File: src/rtl/prune_acs_pkg.sv
package prune_acs_pkg;

  // Strobes from the sequencer to the datapath.
  typedef struct packed {
    logic load;    // latch the incoming symbol
    logic commit;  // write the compacted survivor list
  } acsCtrlT;

  typedef enum logic {
    ST_IDLE = 1'b0,
    ST_EVAL = 1'b1
  } acsStateT;

endpackage

File: src/rtl/prune_acs_bm.sv
// Hamming distance from the received symbol to each of the four code pairs.
module prune_acs_bm #(
  parameter int BMW = 4
) (
  input  logic [1:0]       sym,
  output logic [4*BMW-1:0] bmFlat
);

  generate
    for (genvar code = 0; code < 4; code++) begin : g_code
      localparam logic [1:0] CODE = code[1:0];
      logic [1:0] diff;
      assign diff = sym ^ CODE;
      assign bmFlat[code*BMW +: BMW] = BMW'(diff[1]) + BMW'(diff[0]);
    end
  endgenerate

endmodule

File: src/rtl/prune_acs_ctrl.sv
// Stage sequencer: loads the threshold, tightens it, and decides when to commit.
module prune_acs_ctrl
  import prune_acs_pkg::*;
#(
  parameter int NMAX = 4,
  parameter int TW   = 6,
  parameter int CW   = 4
) (
  input  logic          clk,
  input  logic          rstN,
  input  logic          symValid,
  input  logic [TW-1:0] thrNominal,
  input  logic [CW-1:0] passCount,
  output acsCtrlT       ctrl,
  output logic [TW-1:0] thrCur,
  output logic          done
);

  acsStateT st;

  always_comb begin
    ctrl.load   = (st == ST_IDLE) && symValid;
    ctrl.commit = (st == ST_EVAL) && (passCount <= CW'(NMAX));
  end

  always_ff @(posedge clk) begin
    if (!rstN) begin
      st     <= ST_IDLE;
      thrCur <= '0;
      done   <= 1'b0;
    end else begin
      done <= ctrl.commit;
      unique case (st)
        ST_IDLE: begin
          if (symValid) begin
            thrCur <= thrNominal;
            st     <= ST_EVAL;
          end
        end
        ST_EVAL: begin
          if (ctrl.commit) begin
            st <= ST_IDLE;
          end else begin
            thrCur <= (thrCur >= TW'(2)) ? thrCur - TW'(2) : '0;
          end
        end
        default: st <= ST_IDLE;
      endcase
    end
  end

  // a retry only happens with too many survivors, so the next threshold is smaller
  a_r4_tighten: assert property (@(posedge clk) disable iff (!rstN)
    (st == ST_EVAL && !ctrl.commit) |=> (thrCur < $past(thrCur)));

  // completion is a single-cycle pulse
  a_r9_done_pulse: assert property (@(posedge clk) disable iff (!rstN)
    done |=> !done);

endmodule

File: src/rtl/prune_acs_datapath.sv
// Candidate generation, threshold test, min search, compaction and rebasing.
module prune_acs_datapath
  import prune_acs_pkg::*;
#(
  parameter int             NMAX = 4,
  parameter int             K    = 3,
  parameter logic [K-1:0]   G0   = 3'b111,
  parameter logic [K-1:0]   G1   = 3'b101,
  parameter int             PMW  = 6,
  parameter int             BMW  = 4,
  parameter int             TW   = 6,
  localparam int            SW   = K - 1,
  localparam int            NC   = 2 * NMAX,
  localparam int            RW   = $clog2(NMAX),
  localparam int            CW   = $clog2(NC + 1)
) (
  input  logic               clk,
  input  logic               rstN,
  input  acsCtrlT            ctrl,
  input  logic [1:0]         symIn,
  input  logic [TW-1:0]      thr,
  output logic [CW-1:0]      passCount,
  output logic [NMAX-1:0]    survValid,
  output logic [NMAX*SW-1:0] survState,
  output logic [NMAX*PMW-1:0] survMetric,
  output logic [NMAX*RW-1:0] survParent,
  output logic [NMAX-1:0]    survDecision,
  output logic [RW-1:0]      minRow
);

  localparam int CIW  = $clog2(NC);
  localparam int SUMW = PMW + 1;

  // ---------------- stored survivor list ----------------
  logic [1:0]      symQ;
  logic [NMAX-1:0] validQ, decQ;
  logic [SW-1:0]   stateQ  [NMAX];
  logic [PMW-1:0]  metricQ [NMAX];
  logic [RW-1:0]   parentQ [NMAX];
  logic [RW-1:0]   minRowQ;

  logic [4*BMW-1:0] bmFlat;

  prune_acs_bm #(.BMW(BMW)) u_bm (
    .sym    (symQ),
    .bmFlat (bmFlat)
  );

  // ---------------- candidates ----------------
  logic [SUMW-1:0] candMetric [NC];
  logic [SW-1:0]   candNext   [NC];
  logic [NC-1:0]   candValid, candPass;

  generate
    for (genvar c = 0; c < NC; c++) begin : g_cand
      localparam int ROW = c / 2;
      logic [K-1:0]   regBits;
      logic [1:0]     code;
      logic [BMW-1:0] bmSel;
      assign regBits       = {((c % 2) == 1), stateQ[ROW]};
      assign code          = {^(regBits & G0), ^(regBits & G1)};
      assign bmSel         = bmFlat[int'(code)*BMW +: BMW];
      assign candMetric[c] = {1'b0, metricQ[ROW]} + SUMW'(bmSel);
      assign candNext[c]   = regBits[K-1:1];
      assign candValid[c]  = validQ[ROW];
      assign candPass[c]   = validQ[ROW] && (candMetric[c] < SUMW'(thr));
    end
  endgenerate

  always_comb begin
    passCount = '0;
    for (int c = 0; c < NC; c++) passCount += CW'(candPass[c]);
  end

  // ---------------- lowest-cost valid candidate ----------------
  logic [CIW-1:0]  bestIdx;
  logic [SUMW-1:0] bestMetric;
  logic            bestFound;

  always_comb begin
    bestIdx    = '0;
    bestMetric = '1;
    bestFound  = 1'b0;
    for (int c = 0; c < NC; c++) begin
      if (candValid[c] && (!bestFound || candMetric[c] < bestMetric)) begin
        bestFound  = 1'b1;
        bestMetric = candMetric[c];
        bestIdx    = CIW'(c);
      end
    end
  end

  // ---------------- keep set and compaction ----------------
  logic [NC-1:0] keepMask;
  logic [CW-1:0] slot [NC];

  assign keepMask = (passCount == '0) ? (NC'(1) << bestIdx) : candPass;

  always_comb begin
    logic [CW-1:0] acc;
    acc = '0;
    for (int c = 0; c < NC; c++) begin
      slot[c] = acc;
      acc     = acc + CW'(keepMask[c]);
    end
  end

  logic [NMAX-1:0] validN, decN;
  logic [SW-1:0]   stateN  [NMAX];
  logic [PMW-1:0]  metricN [NMAX];
  logic [RW-1:0]   parentN [NMAX];
  logic [RW-1:0]   minRowN;

  always_comb begin
    for (int r = 0; r < NMAX; r++) begin
      validN[r]  = 1'b0;
      decN[r]    = 1'b0;
      stateN[r]  = '0;
      metricN[r] = '0;
      parentN[r] = '0;
      for (int c = 0; c < NC; c++) begin
        if (keepMask[c] && slot[c] == CW'(r)) begin
          validN[r]  = 1'b1;
          decN[r]    = (c % 2) == 1;
          stateN[r]  = candNext[c];
          metricN[r] = PMW'(candMetric[c] - bestMetric);
          parentN[r] = RW'(c / 2);
        end
      end
    end
    minRowN = RW'(slot[bestIdx]);
  end

  // ---------------- registers ----------------
  always_ff @(posedge clk) begin
    if (!rstN) begin
      symQ    <= '0;
      validQ  <= NMAX'(1);
      decQ    <= '0;
      minRowQ <= '0;
      for (int r = 0; r < NMAX; r++) begin
        stateQ[r]  <= '0;
        metricQ[r] <= '0;
        parentQ[r] <= '0;
      end
    end else begin
      if (ctrl.load) symQ <= symIn;
      if (ctrl.commit) begin
        validQ  <= validN;
        decQ    <= decN;
        minRowQ <= minRowN;
        for (int r = 0; r < NMAX; r++) begin
          stateQ[r]  <= stateN[r];
          metricQ[r] <= metricN[r];
          parentQ[r] <= parentN[r];
        end
      end
    end
  end

  // ---------------- outputs ----------------
  assign survValid    = validQ;
  assign survDecision = decQ;
  assign minRow       = minRowQ;

  generate
    for (genvar r = 0; r < NMAX; r++) begin : g_out
      assign survState[r*SW +: SW]    = stateQ[r];
      assign survMetric[r*PMW +: PMW] = metricQ[r];
      assign survParent[r*RW +: RW]   = parentQ[r];
    end
  endgenerate

  // ---------------- assertions ----------------
  logic [NMAX-1:0] validPrev;
  always_ff @(posedge clk) begin
    if (!rstN) validPrev <= NMAX'(1);
    else       validPrev <= validQ;
  end

  // after a stage, the reported minimum row holds a rebased metric of zero
  a_r7_min_zero: assert property (@(posedge clk) disable iff (!rstN)
    ctrl.commit |=> (metricQ[minRowQ] == '0));

  // live rows are packed from row 0 with no gaps
  a_r6_packed: assert property (@(posedge clk) disable iff (!rstN)
    ((validQ & (validQ + 1'b1)) == '0) && validQ[0]);

  // a stage never leaves an empty list
  a_r5_nonempty: assert property (@(posedge clk) disable iff (!rstN)
    ctrl.commit |=> (validQ != '0));

  generate
    for (genvar r = 0; r < NMAX; r++) begin : g_chk
      // every new row points at a row that was live before the stage
      a_r6_parent_live: assert property (@(posedge clk) disable iff (!rstN)
        ctrl.commit |=> (!validQ[r] || validPrev[parentQ[r]]));
    end
  endgenerate

endmodule

File: src/rtl/prune_acs.sv
module prune_acs
  import prune_acs_pkg::*;
#(
  parameter int           NMAX = 4,
  parameter int           K    = 3,
  parameter logic [K-1:0] G0   = 3'b111,
  parameter logic [K-1:0] G1   = 3'b101,
  parameter int           PMW  = 6,
  parameter int           BMW  = 4,
  parameter int           TW   = 6,
  localparam int          SW   = K - 1,
  localparam int          RW   = $clog2(NMAX)
) (
  input  logic                clk,
  input  logic                rstN,
  input  logic                symValid,
  input  logic [1:0]          symIn,
  input  logic [TW-1:0]       thrNominal,
  output logic                done,
  output logic [NMAX-1:0]     survValid,
  output logic [NMAX*SW-1:0]  survState,
  output logic [NMAX*PMW-1:0] survMetric,
  output logic [NMAX*RW-1:0]  survParent,
  output logic [NMAX-1:0]     survDecision,
  output logic [RW-1:0]       minRow
);

  localparam int CW = $clog2(2 * NMAX + 1);

  acsCtrlT       ctrl;
  logic [TW-1:0] thrCur;
  logic [CW-1:0] passCount;

  prune_acs_ctrl #(.NMAX(NMAX), .TW(TW), .CW(CW)) u_ctrl (
    .clk        (clk),
    .rstN       (rstN),
    .symValid   (symValid),
    .thrNominal (thrNominal),
    .passCount  (passCount),
    .ctrl       (ctrl),
    .thrCur     (thrCur),
    .done       (done)
  );

  prune_acs_datapath #(
    .NMAX(NMAX), .K(K), .G0(G0), .G1(G1), .PMW(PMW), .BMW(BMW), .TW(TW)
  ) u_dp (
    .clk          (clk),
    .rstN         (rstN),
    .ctrl         (ctrl),
    .symIn        (symIn),
    .thr          (thrCur),
    .passCount    (passCount),
    .survValid    (survValid),
    .survState    (survState),
    .survMetric   (survMetric),
    .survParent   (survParent),
    .survDecision (survDecision),
    .minRow       (minRow)
  );

endmodule

File: config.mk
export PLATFORM = sky130hd
export DESIGN_NAME = prune_acs
export DESIGN_NICKNAME = d
export VERILOG_FILES = /design/src/rtl/prune_acs_pkg.sv /design/src/rtl/prune_acs_bm.sv /design/src/rtl/prune_acs_ctrl.sv /design/src/rtl/prune_acs_datapath.sv /design/src/rtl/prune_acs.sv
export SDC_FILE = /design/constraint.sdc
export NUM_CORES = 1
export LEC_CHECK = 0
export BUFFER_PORTS_ARGS = -buffer_cell sky130_fd_sc_hd__buf_2
export CAP_MARGIN = 20
export CORE_UTILIZATION = 31
export DETAILED_ROUTE_END_ITERATION = 8
export PLACE_DENSITY_LB_ADDON = 0.3
export SETUP_SLACK_MARGIN = 0.5
export SYNTH_ARGS = -nofsm -noshare
export SYNTH_HDL_FRONTEND = slang
export SYNTH_SLANG_ARGS = --single-unit
File: constraint.sdc
create_clock -name clk -period 23.5 [get_ports clk]
set_input_delay 1.175 -clock clk [delete_from_list [all_inputs] [get_ports clk]]
set_output_delay 1.175 -clock clk [all_outputs]
set_load 0.02 [all_outputs]
# Yosys cells after proc, flatten, opt, wreduce, memory -nomap -nowiden
# Memories as Yosys holds them, arrays and structs flattened.
# Cells that the tools add are included.
word_totals:
  ff_bits: 20
  latchBits: 0
  ramBits: 40
  mem_bits_ro: 0
  input_bits: 11
  out_inout_bits: 51
  elab_cells: 367
  mem_count: 3
op_classes:
  n_addsub: 34
  multipliers: 0
  n_div: 0
  n_lt_le_gt_ge: 18
  n_eq_ne: 20
  shifts: 9
  mux: 177
  n_bitwise: 17
  n_reduce_logical: 82
mem_list:
  columns: ["name", "depth", "word_bits", "read_ports", "rd_ports_with_merged_regs", "wr", "line_no", "source"]
  rows:
  - ["u_dp.metricQ", 4, 6, 4, 0, 4, "prune_acs_datapath.sv:38", "logic [PMW-1:0] metricQ [NMAX];"]
  - ["u_dp.parentQ", 4, 2, 4, 0, 4, "prune_acs_datapath.sv:39", "logic [RW-1:0] parentQ [NMAX];"]
  - ["u_dp.stateQ", 4, 2, 4, 0, 4, "prune_acs_datapath.sv:37", "logic [SW-1:0] stateQ [NMAX];"]
ops:
  columns: ["cell", "n"]
  rows:
  - ["6-bit two-way mux", 35]
  - ["16-bit by 5-bit indexed part select with 4-bit output", 8]
  - ["2-bit two-way mux", 52]
  - ["1-bit two-way mux", 75]
  - ["6-bit by 4-bit adder with 7-bit output", 8]
  - ["7-bit by 6-bit less-than comparator with 1-bit output", 8]
  - ["7-bit less-than comparator", 7]
  - ["7-bit two-way mux", 7]
  - ["4-bit by 2-bit == test with 1-bit output (second input constant)", 12]
  - ["3-bit XOR reduction", 16]
  - ["6-bit subtractor", 8]
  - ["4-bit by 1-bit adder with 4-bit output", 11]
  - ["1-bit logical AND", 43]
  - ["4-bit zero test", 8]
  - ["4-bit by 1-bit == test with 1-bit output (second input constant)", 6]
  - ["1-bit by 1-bit adder with 2-bit output", 6]
  - ["4-bit binary-select mux with 3-bit select", 1]
  - ["3-bit two-way mux", 4]
  - ["1-bit bitwise OR", 12]
  - ["6-bit one-hot mux with 2 select lines", 1]
  - ["8-bit two-way mux", 1]
  - ["1-bit by 3-bit << shifter with 8-bit output (first input constant)", 1]
  - ["1-bit zero test", 7]
  - ["1-bit logical OR", 7]
  - ["10 further kinds", 13]

# Longest topological paths before layout
# Gate-level depths: netlist of run 1.
depth:
  depth_word: 45
  ltp_mapped: 90
  depth_no_buf: 83

# By module
# From an unflattened synthesis of run 1, not the netlist that was laid out.
hier_totals:
  hier_cells: 1401
  area_unflattened_um2: 11571.1
modules_own_cells:
  columns: ["mod", "instances", "cells_each", "area_each_um2", "seq_area_each_um2"]
  rows:
  - ["prune_acs_datapath", 1, 1321, 10921.7, 1441.4]
  - ["prune_acs_ctrl", 1, 62, 509.2, 160.2]
  - ["prune_acs_bm", 1, 18, 140.1, 0.0]

# Least setup slack after synthesis of run 1
# No wires, ideal clock.
synth_timing:
  kind: "register -> register"
  startpoint: "reg u_dp.symQ[0]"
  endpoint: "mem u_dp.metricQ[1][2], data pin"
  setup_ns: 0.271
  t_arrival_ns: 18.136
  required_ns: 23.229
  path_slack_ns: 5.093
  stages_incl_launch_ff: 81
  n_path_buf: 6
  synth_period_minus_slack_ns: 18.407
  cell_sequence: "dfxtp_1 > inv_1 > ha_1 > xor2_1 > ha_1 > inv_1 > fa_1 > nor2_1 > xor2_1 > ha_1 > o2111ai_1 > nand3_1 > or3b_2 > clkbuf_1 > mux2_2 > ha_1 > o21a_1 > o31a_1 > [45 not listed] > inv_1 > fa_1 > inv_1 > ha_1 > ha_1 > ha_1 > nor2b_1 > a21oi_1 > nor2_1 > a41oi_1 > a21oi_1 > o21ai_1 > or3_1 > clkbuf_1 > and2_1 > clkbuf_1 > o2111ai_1 > a31oi_1"
synth_rtl:
  columns: ["item", "line_no", "source"]
  rows:
  - ["start, declared", "prune_acs_datapath.sv:35", "logic [1:0] symQ;"]
  - ["start signal, assigned", "prune_acs_datapath.sv:147", "if (ctrl.load) symQ <= symIn;"]
  - ["end, declared", "prune_acs_datapath.sv:38", null]

==> reports/metrics.cfg, run 1 <==
[global_routing]
grt_max_degree = 43
grt_overflow = 0
grt_antenna_before_repair = 0
grt_pass1_wl_um = 64200
grt_pass1_vias = 10300
grtUsageTotal = 0.240

[timing]
slew-limit-headroom = 0.231
fmax_mhz = 46.4
worst_pin_slew_ps = 1140
rsz0062_at_grt = false
finalSetupTns_ps = 0
period_share = 0.918
period_needed_ps = 21570
setup_violations = 0
finalHoldViolations = 0
finalClockSkew_ps = 11.1
drv_slew = 0

[hold_path]
min_path_type = reg2reg

[die]
die_h_um = 188
start_util = 0.318
io_pins = 62
dieArea_um2 = 35400
row_count = 67
coreArea_um2 = 33800
die_w_um = 188

[finish]
mostFrequentLayoutCells = 151 x ha_1, 118 x nor2_1, 104 x inv_1, 104 x nand2_1, 94 x a21oi_1
syn_to_final_growth_pct = 10.4
layout.nets = 1563
drive_gt1_frac = 0.116
fillCellCount = 3521
final_common_cell = ha_1
n_antenna_cell = 0

[worst_setup_path]
startpoint_type = flip-flop
max_stage_delay_ps = 720
endpoint_kind = flip-flop
path_delay_family = compound AO/OA/AOI/OAI gates
critPathSlowestCell = fa_1
worstPathArrival_ps = 21670
cp.required_ps = 23600
path_buf_inv = 10
path_class = reg2reg
crit_path_max_fanout = 14
cpMostUsedCell = ha_1

[cts]
clk_transition_reported_paths_ps = 60
clockBufferDepth = 2
cts_buffers = 9
cts_tree = done
hold_buffers = 0
cts_num_sinks = 60
cts.htree.levels = 3
cts-root-buf = clkbuf_16
clkLatencyLatePin_ps = 350

[run_status]
outcome = complete, no violations

[routing]
routed_via_density = 5.87
wire_per_inst_um = 23.5
routed_wl_um = 43000
drc_errors = 0
drt_iter0_drc = 999
first_pass_iters = 5
vias = 10800
drtAntennaViolNets = 0

[synth]
synth.distinct_cells = 100
netlist_instances = 1331
syn_nets = 1515
ys.flop_type = edfxtp_1
synth_area_per_cell_um2 = 8.07
synth_area_um2 = 10700
ys_seq_area_frac = 0.149
yosysWarnings = 0
synth-edff-count = 40
async_reset_ff_frac = 0
ys_ff_latch = 60

[flow_run]
maxCapViolCount = 0

[place]
gp_congestion = 1.02
hpwl_um = 34900
io_buffers = 61

-- repair_timing --
action                                 CTS  global route
setup endpoints to repair                0            10
resized for setup                        0             1
setup buffers                            0             2
endpoints found under the hold margin    0             0
-- cell families (layout without fill, tap and decap cells) --
family / after synthesis / count (layout) / synth area share
AO/OA/AOI/OAI: 421 / 421 / 0.292
XOR/XNOR: 75 / 75 / 0.0611
multiplexers: 29 / 29 / 0.0291
buffers and inverters: 151 / 204 / 0.0552
flip-flops: 60 / 60 / 0.149
AND/OR/NAND/NOR: 422 / 422 / 0.197
adder cells (fa/ha/maj): 173 / 173 / 0.217
-- metal layers --
metal,share of wire,track usage
met5,0,0
met2,0.45,0.382
met1,0.43,0.314
met4,0.047,0.113
met3,0.070,0.0432
-- cell type report --
type / instances / area, um2 / share of cell area
well taps: 448 / 561 / 0.0473
repair buffers: 82 / 473 / 0.0399
multi-input cells: 1120 / 8550 / 0.721
inverters: 106 / 398 / 0.0336
clock inverters: 6 / 41.3 / 0.00348
clock buffers: 10 / 229 / 0.0193
flip-flops and latches: 60 / 1600 / 0.135
-- synthesized netlist by cell type (all sizes together), types with 5 or more instances --
cell     count  share of area
a2111oi     12          0.015
a211o        5         0.0041
a211oi      18          0.015
a21o        76          0.053
a21oi       94          0.044
a221oi       8         0.0071
a22oi        5         0.0035
a311oi       5         0.0073
a31oi       10         0.0064
and2        18          0.010
and3         5         0.0029
buf         10         0.0059
clkbuf      35          0.012
dfxtp       20          0.037
edfxtp      40           0.11
fa          22          0.041
ha         151           0.18
inv        106          0.037
mux2        18          0.019
mux2i       11          0.010
nand2      104          0.036
nand2b      11         0.0064
nand3       25          0.012
nand4       21          0.012
nor2       120          0.042
nor2b       26          0.015
nor3        37          0.019
nor4         8         0.0066
o2111ai      6         0.0049
o211a        7         0.0072
o211ai      15          0.010
o21a        23          0.016
o21ai       62          0.029
o221ai       7         0.0063
o22ai        5         0.0029
o311ai       6         0.0049
o31a         6         0.0049
o31ai        5         0.0048
or2         10         0.0058
or3         11         0.0064
or4          8         0.0056
xnor2       45          0.037
xor2        30          0.024
-- final timing paths --
path,from,end,slack (ps),cells past startpoint
setup / recovery,u_dp.symQ[0],u_dp.parentQ[1][1],1930,74
hold / removal,u_dp.survDecision[3],u_dp.survDecision[3],450,1
setup reg to reg,u_dp.symQ[0],u_dp.parentQ[1][1],1930,74
hold reg to reg,u_dp.survDecision[3],u_dp.survDecision[3],450,1
-- sequential cells by signal, summed over array words and instances, names as in the netlist --
name	count
u_ctrl.done	1
u_ctrl.st	1
u_ctrl.thrCur	6
u_dp.metricQ	24
u_dp.minRow	2
u_dp.parentQ	8
u_dp.stateQ	8
u_dp.survDecision	4
u_dp.survValid	4
u_dp.symQ	2
-- metrics by stage --
stage	hold slack, ps	util	setup WS (ps)	instances	cell area (um2)
after floorplan	495	-	5090	1331	10700
after global routing	485	0.351	568	1832	11900
after global placement	432	0.342	2250	1812	11500
after detailed placement	446	0.342	2200	1812	11500
final	453	0.351	1930	1832	11900
after CTS	459	0.350	2140	1828	11800
Power of run 1 is left out: the tool's default activity adds up to more than one toggle a clock period on the data nets, which glitch-free logic cannot reach.
==> inputs of run 2 (changes only) <==
--- a/config.mk
+++ b/config.mk
@@ -7,7 +7,7 @@
 export LEC_CHECK = 0
 export BUFFER_PORTS_ARGS = -buffer_cell sky130_fd_sc_hd__buf_2
 export CAP_MARGIN = 20
-export CORE_UTILIZATION = 31
+export CORE_UTILIZATION = 45
 export DETAILED_ROUTE_END_ITERATION = 8
 export PLACE_DENSITY_LB_ADDON = 0.3
 export SETUP_SLACK_MARGIN = 0.5
==> run 2 against run 1 <==
Effect of this change:
- cell area down 1.2%
- register-to-register slack better by 360 ps
- setup slack better by 360 ps
- global-route usage up 9.4 points
- final cell count down 7.3%
- die area down 31%
- clock skew up 4.3 ps
- sequential share of layout area up 0.16 points
- first-iteration DRC count up 18%
- utilization up 15 points
- largest cell class unchanged
==> reports/metrics.cfg, run 2 (synthesis gave the netlist of run 1 again) <==
[run_status]
outcome = complete, no violations

[worst_setup_path]
path_delay_family = compound AO/OA/AOI/OAI gates
cp.required_ps = 23550  ; -50 ps
worst-path-stages = 75  ; +1.4%
crit_end = u_dp.metricQ[0][5]
max_stage_delay_ps = 700  ; -20 ps
rr_worst_depth = 75  ; +1.4%
path_buf_inv = 9  ; -1
r2r_slack_ps = 2290  ; +360 ps
startpoint_type = flip-flop
path_class = reg2reg
crit_path_max_fanout = 14  ; unchanged
endpoint_kind = flip-flop
critPathSlowestCell = fa_1
reg2reg_from = u_dp.symQ[0]
cpMostUsedCell = ha_1
worstPathArrival_ps = 21260  ; -410 ps
crit_path_start = u_dp.symQ[0]
r2r-end = u_dp.metricQ[0][5]

[finish]
largest_register_ff_count = 24  ; unchanged
mostFrequentLayoutCells = 151 x ha_1, 118 x nor2_1, 104 x inv_1, 104 x nand2_1, 93 x a21oi_1
drive_gt1_frac = 0.114  ; -0.00256
n_antenna_cell = 0  ; unchanged
regMostFlops = u_dp.metricQ
fillCellCount = 2250  ; -36%
syn_to_final_growth_pct = 9.07
reg_top3 = u_dp.metricQ (24), u_dp.parentQ (8), u_dp.stateQ (8)
finalInstanceArea_um2 = 11700  ; -1.2%
layout.nets = 1559  ; -0.26%
final_common_cell = ha_1

[global_routing]
grt_antenna_before_repair = 0  ; unchanged
grtUsageTotal = 0.335  ; +0.0942
grt_overflow = 0  ; unchanged
grt_pass1_vias = 10000  ; -2.4%
grt_max_degree = 34  ; -21%
grt_pass1_wl_um = 60800  ; -5.4%

[timing]
worst_pin_slew_ps = 914  ; -227 ps
finalSetupTns_ps = 0  ; unchanged
slew-limit-headroom = 0.390  ; +0.159
drv_slew = 0  ; unchanged
fmax_mhz = 47.2  ; +1.7%
setup_violations = 0  ; unchanged
period_needed_ps = 21210  ; -360 ps
finalClockSkew_ps = 15.3  ; +4.26 ps
period_share = 0.902  ; -0.0153
finalHoldViolations = 0  ; unchanged
rsz0062_at_grt = false

[die]
start_util = 0.458  ; +0.140
dieArea_um2 = 24500  ; -31%
row_count = 56  ; -16%
die_h_um = 157  ; -17%
coreArea_um2 = 23500  ; -31%
die_w_um = 157  ; -17%
io_pins = 62  ; unchanged

[place]
hpwl_um = 32900  ; -5.7%
io_buffers = 61  ; unchanged
postPlaceCellArea_um2 = 11400  ; -1.4%
gp_congestion = 0.998  ; -1.9%

[hold_path]
min_path_type = reg2reg

[routing]
wire_per_inst_um = 23.8  ; +1.7%
first_pass_iters = 5  ; unchanged
drc_errors = 0  ; unchanged
routed_via_density = 6.37  ; +8.5%
vias = 10800  ; +0.63%
routed_wl_um = 40500  ; -5.7%
drt_iter0_drc = 1177  ; +18%
drtAntennaViolNets = 0  ; unchanged

[cts]
cts-root-buf = clkbuf_16
clockBufferDepth = 2  ; unchanged
cts-resized-gates = 0  ; unchanged
cts.htree.levels = 3  ; unchanged
clk_transition_reported_paths_ps = 60  ; about the same
post_cts_buffers = 0  ; unchanged
clkLatencyLatePin_ps = 350  ; about the same
cts_tree = done
cts_buffers = 9  ; unchanged
hold_buffers = 0  ; unchanged
cts_num_sinks = 60  ; unchanged

[flow_run]
maxCapViolCount = 0  ; unchanged

## run 2: cell type report
class	count	area, um2	share of cell area
sequential	60	1600	0.137
inverter	106	398	0.0340
timing repair buffer	78	438	0.0374
clock inverter	4	72.6	0.00619
multi-input combinational	1120	8550	0.730
clock buffer	12	256	0.0219
tap	319	399	0.0341
## run 2: worst min path at each step
stage / from / to / slack, ps / cells after the start
finish: u_dp.survDecision[3] / u_dp.survDecision[3] / 450 / 1
global route: u_dp.survDecision[3] / u_dp.survDecision[3] / 460 / 1
CTS: u_dp.survDecision[3] / u_dp.survDecision[3] / 450 / 1
detailed placement: u_dp.survDecision[3] / u_dp.survDecision[3] / 430 / 1
global placement: u_dp.survDecision[3] / u_dp.survDecision[3] / 430 / 1
floorplan: u_ctrl.thrCur[2] / u_ctrl.thrCur[2] / 490 / 1
## run 2: worst register-to-register path: cells and delay by family, from the launching register on
family | cells | cell delay, ps
AND/OR/NAND/NOR | 18 | 4960
multiplexers | 3 | 1030
flip-flops | 1 | 350
adder cells (fa/ha/maj) | 14 | 4950
buffers and inverters | 9 | 1470
AO/OA/AOI/OAI | 30 | 7780
XOR/XNOR | 1 | 380
## run 2: stage by stage
stage,setup WS [ps],hold slack (ps),utilization,instances
final,2290,446,0.499,1699
after floorplan,5090,495,-,1331
after global placement,3090,432,0.485,1682
after global routing,1130,458,0.499,1699
after CTS,2740,447,0.499,1698
after detailed placement,2830,434,0.485,1682
## run 2: routing by layer
metal / wire length (um) / GRT usage / up-vias
li1: - / - / 5016
met1: 17400 / 0.441 / 5188
met2: 18000 / 0.531 / 512
met3: 3360 / 0.0645 / 111
met4: 1790 / 0.143 / 0
met5: 0 / 0 / -
Power of run 2 is left out for the same reason.
==> inputs of run 3 (changes only) <==
--- a/config.mk
+++ b/config.mk
@@ -7,6 +7,7 @@
 export LEC_CHECK = 0
 export BUFFER_PORTS_ARGS = -buffer_cell sky130_fd_sc_hd__buf_2
 export CAP_MARGIN = 20
+export CORE_ASPECT_RATIO = 1.1
 export CORE_UTILIZATION = 45
 export DETAILED_ROUTE_END_ITERATION = 8
 export PLACE_DENSITY_LB_ADDON = 0.3
==> run 3 against run 2 <==
Effect of this change:
- die area is essentially flat
- cell area shrank 0.36%
- critical path depth grew 1
- global-route usage is essentially flat
- flip-flop and latch count is the same
- non-clock buffer count shrank 5
- clock skew shrank 0.55 ps
- register-to-register slack lost 300 ps
- final cell count shrank 1.4%
- critical path type unchanged
- critical endpoint is now u_dp.metricQ[0][3]
- largest cell class unchanged
==> reports/metrics.cfg, run 3 (synthesis gave the netlist of run 1 again) <==
[cts]
clkLatencyLatePin_ps = 360  ; about the same
cts.htree.levels = 3  ; unchanged
hold_buffers = 0  ; unchanged
clockBufferDepth = 2  ; unchanged
cts-root-buf = clkbuf_16
cts_num_sinks = 60  ; unchanged
cts_buffers = 9  ; unchanged
clk_transition_reported_paths_ps = 60  ; about the same
cts_tree = done
post_cts_buffers = 0  ; unchanged
cts-resized-gates = 0  ; unchanged

[worst_setup_path]
crit_path_max_fanout = 19  ; +5
cpMostUsedCell = ha_1
crit_path_start = u_dp.symQ[0]
startpoint_type = flip-flop
rr_worst_depth = 76  ; +1.3%
path_delay_family = compound AO/OA/AOI/OAI gates
path_buf_inv = 9  ; unchanged
r2r-end = u_dp.metricQ[0][3]
critPathSlowestCell = a311oi_4
reg2reg_from = u_dp.symQ[0]
cp.required_ps = 23680  ; +130 ps
worstPathArrival_ps = 21690  ; +430 ps
max_stage_delay_ps = 850  ; +150 ps
path_class = reg2reg
worst-path-stages = 76  ; +1.3%
r2r_slack_ps = 1990  ; -300 ps
endpoint_kind = flip-flop

[flow_run]
maxCapViolCount = 0  ; unchanged

[hold_path]
min_from = u_dp.survDecision[2]
hold_depth = 1  ; unchanged
whs_endpoint = u_dp.survDecision[2]
min_path_type = reg2reg

[die]
die_w_um = 149  ; -4.6%
row_count = 58  ; +3.6%
dieArea_um2 = 24500  ; about the same
io_pins = 62  ; unchanged
die_h_um = 164  ; +4.8%
start_util = 0.464  ; +0.00638
coreArea_um2 = 23100  ; -1.4%

[routing]
drt_iter0_drc = 992  ; -16%
wire_per_inst_um = 24.2  ; +1.4%
drc_errors = 0  ; unchanged
drtAntennaViolNets = 0  ; unchanged
routed_wl_um = 40500  ; about the same
first_pass_iters = 5  ; unchanged
vias = 10800  ; +0.037%
routed_via_density = 6.46  ; +1.4%

[timing]
slew-limit-headroom = 0.304  ; -0.0861
drv_slew = 0  ; unchanged
finalHoldViolations = 0  ; unchanged
finalClockSkew_ps = 14.8  ; -0.551 ps
worst_pin_slew_ps = 1040  ; +122 ps
finalSetupTns_ps = 0  ; unchanged
period_needed_ps = 21510  ; +305 ps
period_share = 0.915  ; +0.0130
setup_violations = 0  ; unchanged
rsz0062_at_grt = false
fmax_mhz = 46.5  ; -1.4%

[run_status]
outcome = complete, no violations

[finish]
layout.nets = 1554  ; -0.32%
fillCellCount = 2280  ; +1.3%
drive_gt1_frac = 0.111  ; -0.00322
regMostFlops = u_dp.metricQ
syn_to_final_growth_pct = 8.68
final_common_cell = ha_1
mostFrequentLayoutCells = 151 x ha_1, 118 x nor2_1, 104 x inv_1, 104 x nand2_1, 94 x a21oi_1
reg_top3 = u_dp.metricQ (24), u_dp.parentQ (8), u_dp.stateQ (8)
largest_register_ff_count = 24  ; unchanged

[global_routing]
grt_overflow = 0  ; unchanged
grt_pass1_vias = 10100  ; +0.30%
grtUsageTotal = 0.334  ; about the same
grt_antenna_before_repair = 0  ; unchanged
grt_pass1_wl_um = 60700  ; -0.19%
grt_max_degree = 34  ; unchanged

[place]
hpwl_um = 32900  ; about the same
gp_congestion = 1.04  ; +4.3%
io_buffers = 61  ; unchanged

-- run 3: worst max path at each step --
| stage | endpoint |
|---|---|
| floorplan | u_dp.metricQ[1][2] |
| detailed placement | u_dp.metricQ[0][4] |
| finish | u_dp.metricQ[0][3] |
| CTS | u_dp.metricQ[0][4] |
| global route | u_dp.metricQ[0][3] |
| global placement | u_dp.metricQ[0][3] |
-- run 3: layout make-up --
cell class	instances	area, um2	area share
flip-flops and latches	60	1600	0.137
clock inverters	7	124	0.0106
diodes	1	2.50	0.000214
inverters	106	398	0.0341
clock buffers	9	225	0.0193
multi-input cells	1120	8550	0.732
well taps	300	375	0.0321
repair buffers	73	400	0.0343
-- run 3: stage by stage --
| step | hold slack [ps] | setup WS (ps) | util | cell area [um2] | cells |
|---|---|---|---|---|---|
| 6_report | 446 | 1990 | 0.504 | 11700 | 1676 |
| 5_1_grt | 466 | 648 | 0.504 | 11700 | 1675 |
| 4_1_cts | 450 | 2340 | 0.504 | 11700 | 1674 |
| 3_5_place_dp | 436 | 2390 | 0.489 | 11300 | 1658 |
| 3_3_place_gp | 431 | 2660 | 0.489 | 11300 | 1658 |
| 2_1_floorplan | 495 | 5090 | - | 10700 | 1331 |
-- run 3: layer usage --
layer	share of wire	global-route usage	wire length, um
met1	0.42	0.445	17200
met3	0.079	0.0414	3220
met4	0.049	0.156	1980
met2	0.45	0.536	18200
met5	0	0	0
Power of run 3 is left out for the same reason.
